--- config.mk ---
export PLATFORM = sky130hd
export DESIGN_NAME = dfs_sched
export DESIGN_NICKNAME = d
export VERILOG_FILES = /design/src/rtl/dfs_pkg.sv /design/src/rtl/dfs_readyq.sv /design/src/rtl/dfs_regstate.sv /design/src/rtl/dfs_sched.sv
export SDC_FILE = /design/constraint.sdc
export NUM_CORES = 2
export LEC_CHECK = 0
export BUFFER_PORTS_ARGS = -buffer_cell sky130_fd_sc_hd__buf_4
export CAP_MARGIN = 20
export CORE_MARGIN = 5
export CORE_UTILIZATION = 41
export DETAILED_ROUTE_END_ITERATION = 10
export PLACE_DENSITY = 0.59
export SLEW_MARGIN = 15
export SYNTH_ARGS = -nofsm -noshare
export SYNTH_HDL_FRONTEND = slang
export SYNTH_HIERARCHICAL = 1
export SYNTH_SLANG_ARGS = --single-unit
--- constraint.sdc ---
create_clock -name clk -period 13.34 [get_ports clk]
set_input_delay 1.334 -clock clk [delete_from_list [all_inputs] [get_ports clk]]
set_output_delay 1.334 -clock clk [all_outputs]
set_load 0.02 [all_outputs]
--- src/rtl/dfs_pkg.sv ---
package dfs_pkg;
    typedef enum logic [1:0] {
        RS_FULL = 2'd0,
        RS_PEND = 2'd1,
        RS_WAIT = 2'd2
    } rstate_e;
endpackage

--- src/rtl/dfs_readyq.sv ---
module dfs_readyq #(
    parameter int NTHR = 16
) (
    input  logic                          clk,
    input  logic                          rst_n,
    input  logic                          push0_i,
    input  logic [$clog2(NTHR)-1:0]       tid0_i,
    input  logic                          push1_i,
    input  logic [$clog2(NTHR)-1:0]       tid1_i,
    input  logic                          pop_i,
    output logic                          vld_o,
    output logic [$clog2(NTHR)-1:0]       head_o,
    output logic [$clog2(NTHR+1)-1:0]     cnt_o
);
    localparam int TW = $clog2(NTHR);
    localparam int CW = $clog2(NTHR+1);

    logic [TW-1:0] mem_q [NTHR];
    logic [TW-1:0] hd_q;
    logic [CW-1:0] cnt_q;
    logic [TW-1:0] tail0, tail1;

    // pointers wrap by truncation (NTHR is a power of two)
    assign tail0  = hd_q + TW'(cnt_q);
    assign tail1  = tail0 + TW'(push0_i);
    assign vld_o  = (cnt_q != '0);
    assign head_o = mem_q[hd_q];
    assign cnt_o  = cnt_q;

    always_ff @(posedge clk) begin
        if (!rst_n) begin
            for (int i = 0; i < NTHR; i++) mem_q[i] <= TW'(i);
            hd_q  <= '0;
            cnt_q <= CW'(NTHR);
        end else begin
            hd_q  <= hd_q + TW'(pop_i);
            cnt_q <= cnt_q + CW'(push0_i) + CW'(push1_i) - CW'(pop_i);
            if (push0_i) mem_q[tail0] <= tid0_i;
            if (push1_i) mem_q[tail1] <= tid1_i;
        end
    end
endmodule

--- src/rtl/dfs_regstate.sv ---
module dfs_regstate
    import dfs_pkg::*;
#(
    parameter int NREG = 64,
    parameter int NTHR = 16
) (
    input  logic                      clk,
    input  logic                      rst_n,
    input  logic [$clog2(NREG)-1:0]   ra_i,
    input  logic [$clog2(NREG)-1:0]   rb_i,
    output rstate_e                   sa_o,
    output rstate_e                   sb_o,
    input  logic                      wb_vld_i,
    input  logic [$clog2(NREG)-1:0]   wb_reg_i,
    output logic                      wake_o,
    output logic [$clog2(NTHR)-1:0]   wake_tid_o,
    input  logic                      mark_vld_i,
    input  logic [$clog2(NREG)-1:0]   mark_reg_i,
    input  logic                      park_vld_i,
    input  logic [$clog2(NREG)-1:0]   park_reg_i,
    input  logic [$clog2(NTHR)-1:0]   park_tid_i
);
    localparam int RW = $clog2(NREG);
    localparam int TW = $clog2(NTHR);

    rstate_e       st_q [NREG];
    rstate_e       st_d [NREG];
    logic [TW-1:0] wt_q [NREG];

    assign sa_o       = st_q[ra_i];
    assign sb_o       = st_q[rb_i];
    assign wake_o     = wb_vld_i && (st_q[wb_reg_i] == RS_WAIT);
    assign wake_tid_o = wt_q[wb_reg_i];

    // next-state logic of every register's FULL/PENDING/WAITING machine
    always_comb begin
        for (int r = 0; r < NREG; r++) begin
            logic hit_wb, hit_mk, hit_pk;
            hit_wb  = wb_vld_i   && (wb_reg_i   == RW'(r));
            hit_mk  = mark_vld_i && (mark_reg_i == RW'(r));
            hit_pk  = park_vld_i && (park_reg_i == RW'(r));
            st_d[r] = st_q[r];
            unique case (st_q[r])
                RS_FULL: if (hit_mk) st_d[r] = RS_PEND;
                RS_PEND: begin
                    if (hit_wb)      st_d[r] = hit_mk ? RS_PEND : RS_FULL;
                    else if (hit_pk) st_d[r] = RS_WAIT;
                end
                RS_WAIT: if (hit_wb) st_d[r] = hit_mk ? RS_PEND : RS_FULL;
                default: st_d[r] = RS_FULL;
            endcase
        end
    end

    always_ff @(posedge clk) begin
        if (!rst_n) begin
            for (int r = 0; r < NREG; r++) begin
                st_q[r] <= RS_FULL;
                wt_q[r] <= '0;
            end
        end else begin
            for (int r = 0; r < NREG; r++) st_q[r] <= st_d[r];
            if (park_vld_i) wt_q[park_reg_i] <= park_tid_i;
        end
    end
endmodule

--- src/rtl/dfs_sched.sv ---
module dfs_sched
    import dfs_pkg::*;
#(
    parameter int NTHR = 16,
    parameter int NREG = 64,
    parameter int PCW  = 16
) (
    input  logic                       clk,
    input  logic                       rst_n,
    input  logic                       fq_req_i,
    output logic                       fq_vld_o,
    output logic [$clog2(NTHR)-1:0]    fq_tid_o,
    output logic [PCW-1:0]             fq_pc_o,
    input  logic                       is_vld_i,
    input  logic [$clog2(NTHR)-1:0]    is_tid_i,
    input  logic [PCW-1:0]             is_pc_i,
    input  logic                       is_sa_vld_i,
    input  logic [$clog2(NREG)-1:0]    is_sa_i,
    input  logic                       is_sb_vld_i,
    input  logic [$clog2(NREG)-1:0]    is_sb_i,
    input  logic                       is_async_i,
    input  logic [$clog2(NREG)-1:0]    is_dst_i,
    input  logic                       is_hint_i,
    output logic                       is_susp_o,
    output logic                       is_retry_o,
    input  logic                       wb_vld_i,
    input  logic [$clog2(NREG)-1:0]    wb_reg_i
);
    localparam int TW = $clog2(NTHR);
    localparam int RW = $clog2(NREG);
    localparam int CW = $clog2(NTHR+1);

    rstate_e        st_a, st_b, blk_st;
    logic           blk_a, blk_b, blocked;
    logic [RW-1:0]  blk_reg;
    logic           mark, requeue, wake;
    logic [TW-1:0]  wake_tid, head;
    logic [PCW-1:0] rq_pc;
    logic [PCW-1:0] pc_q [NTHR];
    logic [CW-1:0]  q_cnt;
    logic           pop;

    dfs_regstate #(.NREG(NREG), .NTHR(NTHR)) u_rs (
        .clk        (clk),
        .rst_n      (rst_n),
        .ra_i       (is_sa_i),
        .rb_i       (is_sb_i),
        .sa_o       (st_a),
        .sb_o       (st_b),
        .wb_vld_i   (wb_vld_i),
        .wb_reg_i   (wb_reg_i),
        .wake_o     (wake),
        .wake_tid_o (wake_tid),
        .mark_vld_i (mark),
        .mark_reg_i (is_dst_i),
        .park_vld_i (is_susp_o),
        .park_reg_i (blk_reg),
        .park_tid_i (is_tid_i)
    );

    // issue decode: a same-cycle writeback bypasses the source check
    always_comb begin
        blk_a      = is_sa_vld_i && (st_a != RS_FULL) && !(wb_vld_i && wb_reg_i == is_sa_i);
        blk_b      = is_sb_vld_i && (st_b != RS_FULL) && !(wb_vld_i && wb_reg_i == is_sb_i);
        blocked    = is_vld_i && (blk_a || blk_b);
        blk_st     = blk_a ? st_a : st_b;
        blk_reg    = blk_a ? is_sa_i : is_sb_i;
        is_susp_o  = blocked && (blk_st == RS_PEND);
        is_retry_o = blocked && (blk_st == RS_WAIT);
        mark       = is_vld_i && !blocked && is_async_i;
        requeue    = is_retry_o || (is_vld_i && !blocked && is_hint_i);
        rq_pc      = is_retry_o ? is_pc_i : is_pc_i + PCW'(1);
    end

    assign pop = fq_req_i && fq_vld_o;

    dfs_readyq #(.NTHR(NTHR)) u_q (
        .clk     (clk),
        .rst_n   (rst_n),
        .push0_i (wake),
        .tid0_i  (wake_tid),
        .push1_i (requeue),
        .tid1_i  (is_tid_i),
        .pop_i   (pop),
        .vld_o   (fq_vld_o),
        .head_o  (head),
        .cnt_o   (q_cnt)
    );

    assign fq_tid_o = head;
    assign fq_pc_o  = pc_q[head];

    always_ff @(posedge clk) begin
        if (!rst_n) begin
            for (int t = 0; t < NTHR; t++) pc_q[t] <= '0;
        end else if (is_susp_o) begin
            pc_q[is_tid_i] <= is_pc_i;
        end else if (requeue) begin
            pc_q[is_tid_i] <= rq_pc;
        end
    end
endmodule

==> out/results.tsv <==
metric	value	unit
minimum hold slack	606.6	ps
number of failing setup endpoints in the final timing report	0	
mean area per synthesized cell	12.35	um^2
CTS tree	done	
Max Freq	0.1571	GHz
first drt pass iteration count	6	
Worst Max-Slew Pin Slew	1304	ps
Synth Cell Area	0.03947	mm^2
layout overhead on the synthesized area	10.60	%
Placeable Area	0.09529	mm^2
root buffer cell	clkbuf_16	
pre-CTS setup slack	6439	ps
async set-reset flop share out of synthesis	0	%
routed vias/inst	6.365	
via count of the first global-routing pass	27890	
ports placed on the boundary	76	
clock buffers created by TritonCTS	83	
startpoint type of the worst setup path	input port	
maximum fanout encountered on the critical timing path	61	
antenna violation net count after detailed routing	0	
Placed Cells incl. Taps	4298	
total gr overflow	0	
final-report hold violation count	0	
cell leakage power	15.45	nW
predominant post-synthesis flop cell	edfxtp_1	
status	complete, no violations	
met1 layer usage reported by global route	30.71	%
CTS Sinks	713	
cells along the critical path	buf_4 > buf_4 > mux4_2 > a22oi_1 > nand2_1 > a22oi_1 > and4_1 > ha_1 > ha_1 > xor3_1 > nor3_1 > nand2_1 > o211ai_1	
overall routing resource usage	23.21	%
required time reported for the critical path endpoint	13630	ps
number of nets in the synthesized netlist	3266	
largest net degree at the start of global routing	100	
Die Span X	320.3	um
Post-synth EDFFs	576	
peak supply drop	0.08007	mV
final-report max-slew violation count	0	
count of unique library cells instantiated by Yosys	77	
arrival time of data at the critical path endpoint	6660	ps
RSZ-0062 raised after global routing	no	
wire length per cell	27.44	um
flops & latches, synth	713	
proportion of netlist area held by the largest area contributor	43.82	%
clock slew at reported path FFs	60	ps
number of resized instances in the post-cts repair step	0	
main area contributors after synthesis	edfxtp_1, mux4_2, dfxtp_1, and3_1, nor2_1	
number of levels the H-tree was split into	3	
sequential element share of the synthesized area	50.77	%
Tmin final	6365	ps
crit path max-delay cell type	buf_4	
Synthesis Warnings	6	
number of antenna violations at the first check in global routing	0	
clock insertion delay at the later pin of the skew report	670	ps
count leader, synth	edfxtp_1	
worst slew margin relative to its limit	13.07	%
power density normalized to cell area	134.1	mW/mm^2
accumulated negative setup slack	0	ps
fraction of layout instances using a drive strength above 1	20.59	%
layer carrying the most global-route usage	met2	
floorplan die height	320.3	um
first-pass GRT wire length	181700	um
total via count in the routed design	28360	
worst setup path category	in -> reg	
final setup margin	6975	ps
starting density of the core	41.42	%
nets	3191	
placed wire-length estimate after detailed placement	80310	um
placer congestion estimate	0.9217	
final worst path period share	47.71	%
synthesized netlist cell count	3197	
IO buf count	75	
cts-stage hold buffer count	0	
path category of the worst min-delay check	reg -> reg	
maximum root-to-sink buffer count	3	
kind of end point of the critical path	flip-flop	
Initial DRC Count	3253	
DRC errors left	0	
max-cap viol count	0	
Die Footprint	0.1026	mm^2
clock skew	42.00	ps
total wire length	122300	um
fin cells	4456	
grt met2 use	38.04	%
cell row count	113	
Setup Buffers After CTS	0	
biggest area consumer among synthesized cells	edfxtp_1	
crit-path max cell delay	800	ps
top post-synthesis cells by count	edfxtp_1, nor2_1, nand2_1	
number of inserted diodes	0	
M3 GR Usage	5.852	%
[sequential cells by signal (all words and copies together) (netlist names)]
name,cells
pc_q,256
u_q/cnt_o,5
u_q/hd_q,4
u_q/mem_q,64
u_rs/st_q,128
u_rs/wt_q,256
[cell families after synthesis]
logic type               Yosys count  synth area share (%)
AND/OR/NAND/NOR                 1438                 18.96
flip-flops                       713                 50.77
multiplexers                     372                 18.76
buffers and inverters            316                 3.588
AO/OA/AOI/OAI                    236                 4.447
adder cells (fa/ha/maj)           80                 2.187
XOR/XNOR                          42                 1.290
[layout by cell type, fill, tap and decap left out, drive strengths merged, types with 8 or more instances in the layout]
cell and count:
o31ai 30, nand3b 12, o21a 50, nor4b 50, nand4 18, a22o 8, nand3 64, a22oi 13
o21ai 38, nor2b 23, nand2b 30, buf 141, nor2 400, nand2 293, nor3b 46, nor3 156
inv 19, mux4 292, nor4 10, bufinv 10, dfxtp 137, mux2 21, ha 13, o32ai 12
clkbuf 101, o41ai 11, and2 27, xnor2 31, o211ai 16, maj3 64, and3 282, edfxtp 576
a31oi 32, clkinv 34, mux2i 59
[per-stage QoR]
stage	util [%]	power (mW)	instance area (um^2)
after CTS	45.77	5.888	43620
after floorplan	-	3.238	39470
after global routing	45.81	6.049	43660
final	45.81	5.853	43660
after global placement	42.75	3.547	40740
after detailed placement	42.84	3.565	40820
[routing by layer]
layer | vias up | wire, um
met5 | - | 0
met4 | 0 | 3938
met3 | 261 | 12710
met2 | 1614 | 58130
met1 | 14410 | 47510
li1 | 12080 | -
[power breakdown]
group	internal (mW)	switching [mW]	total [mW]
clock network	1.38	0.952	2.33
registers	2.48	0.0313	2.51
logic	0.378	0.638	1.02
[worst paths after layout]
check	endpoint	depth (start not counted)	start	slack (ps)
worst min register to register	u_rs/st_q[60][1]$_SDFFE_PN0P_	2	u_rs/st_q[60][1]$_SDFFE_PN0P_	610
worst min-delay path	u_rs/st_q[60][1]$_SDFFE_PN0P_	2	u_rs/st_q[60][1]$_SDFFE_PN0P_	610
worst max register to register	u_q/mem_q[8][2]$_DFFE_PP_	14	u_rs/st_q[23][1]$_SDFFE_PN0P_	8310
worst max-delay path	u_q/mem_q[8][2]$_DFFE_PP_	13	wb_reg_i[1]	6980
[final cells by class]
cell class              instances  area (um^2)
flip-flops and latches        713        20040
well taps                    1265         1583
multi-input cells            2168        18070
clock inverters                54        604.3
fillers                      8469        51640
clock buffers                 100         2192
inverters                      14        52.55
repair buffers                142         1115
[worst max-delay path: cells and delay by family]
family | cells | cell delay (ps)
adder cells (fa/ha/maj) | 2 | 490
multiplexers | 1 | 590
buffers and inverters | 2 | 1440
AND/OR/NAND/NOR | 4 | 1530
XOR/XNOR | 1 | 430
AO/OA/AOI/OAI | 3 | 720
Note: power is estimated with default switching activity, not from simulation.
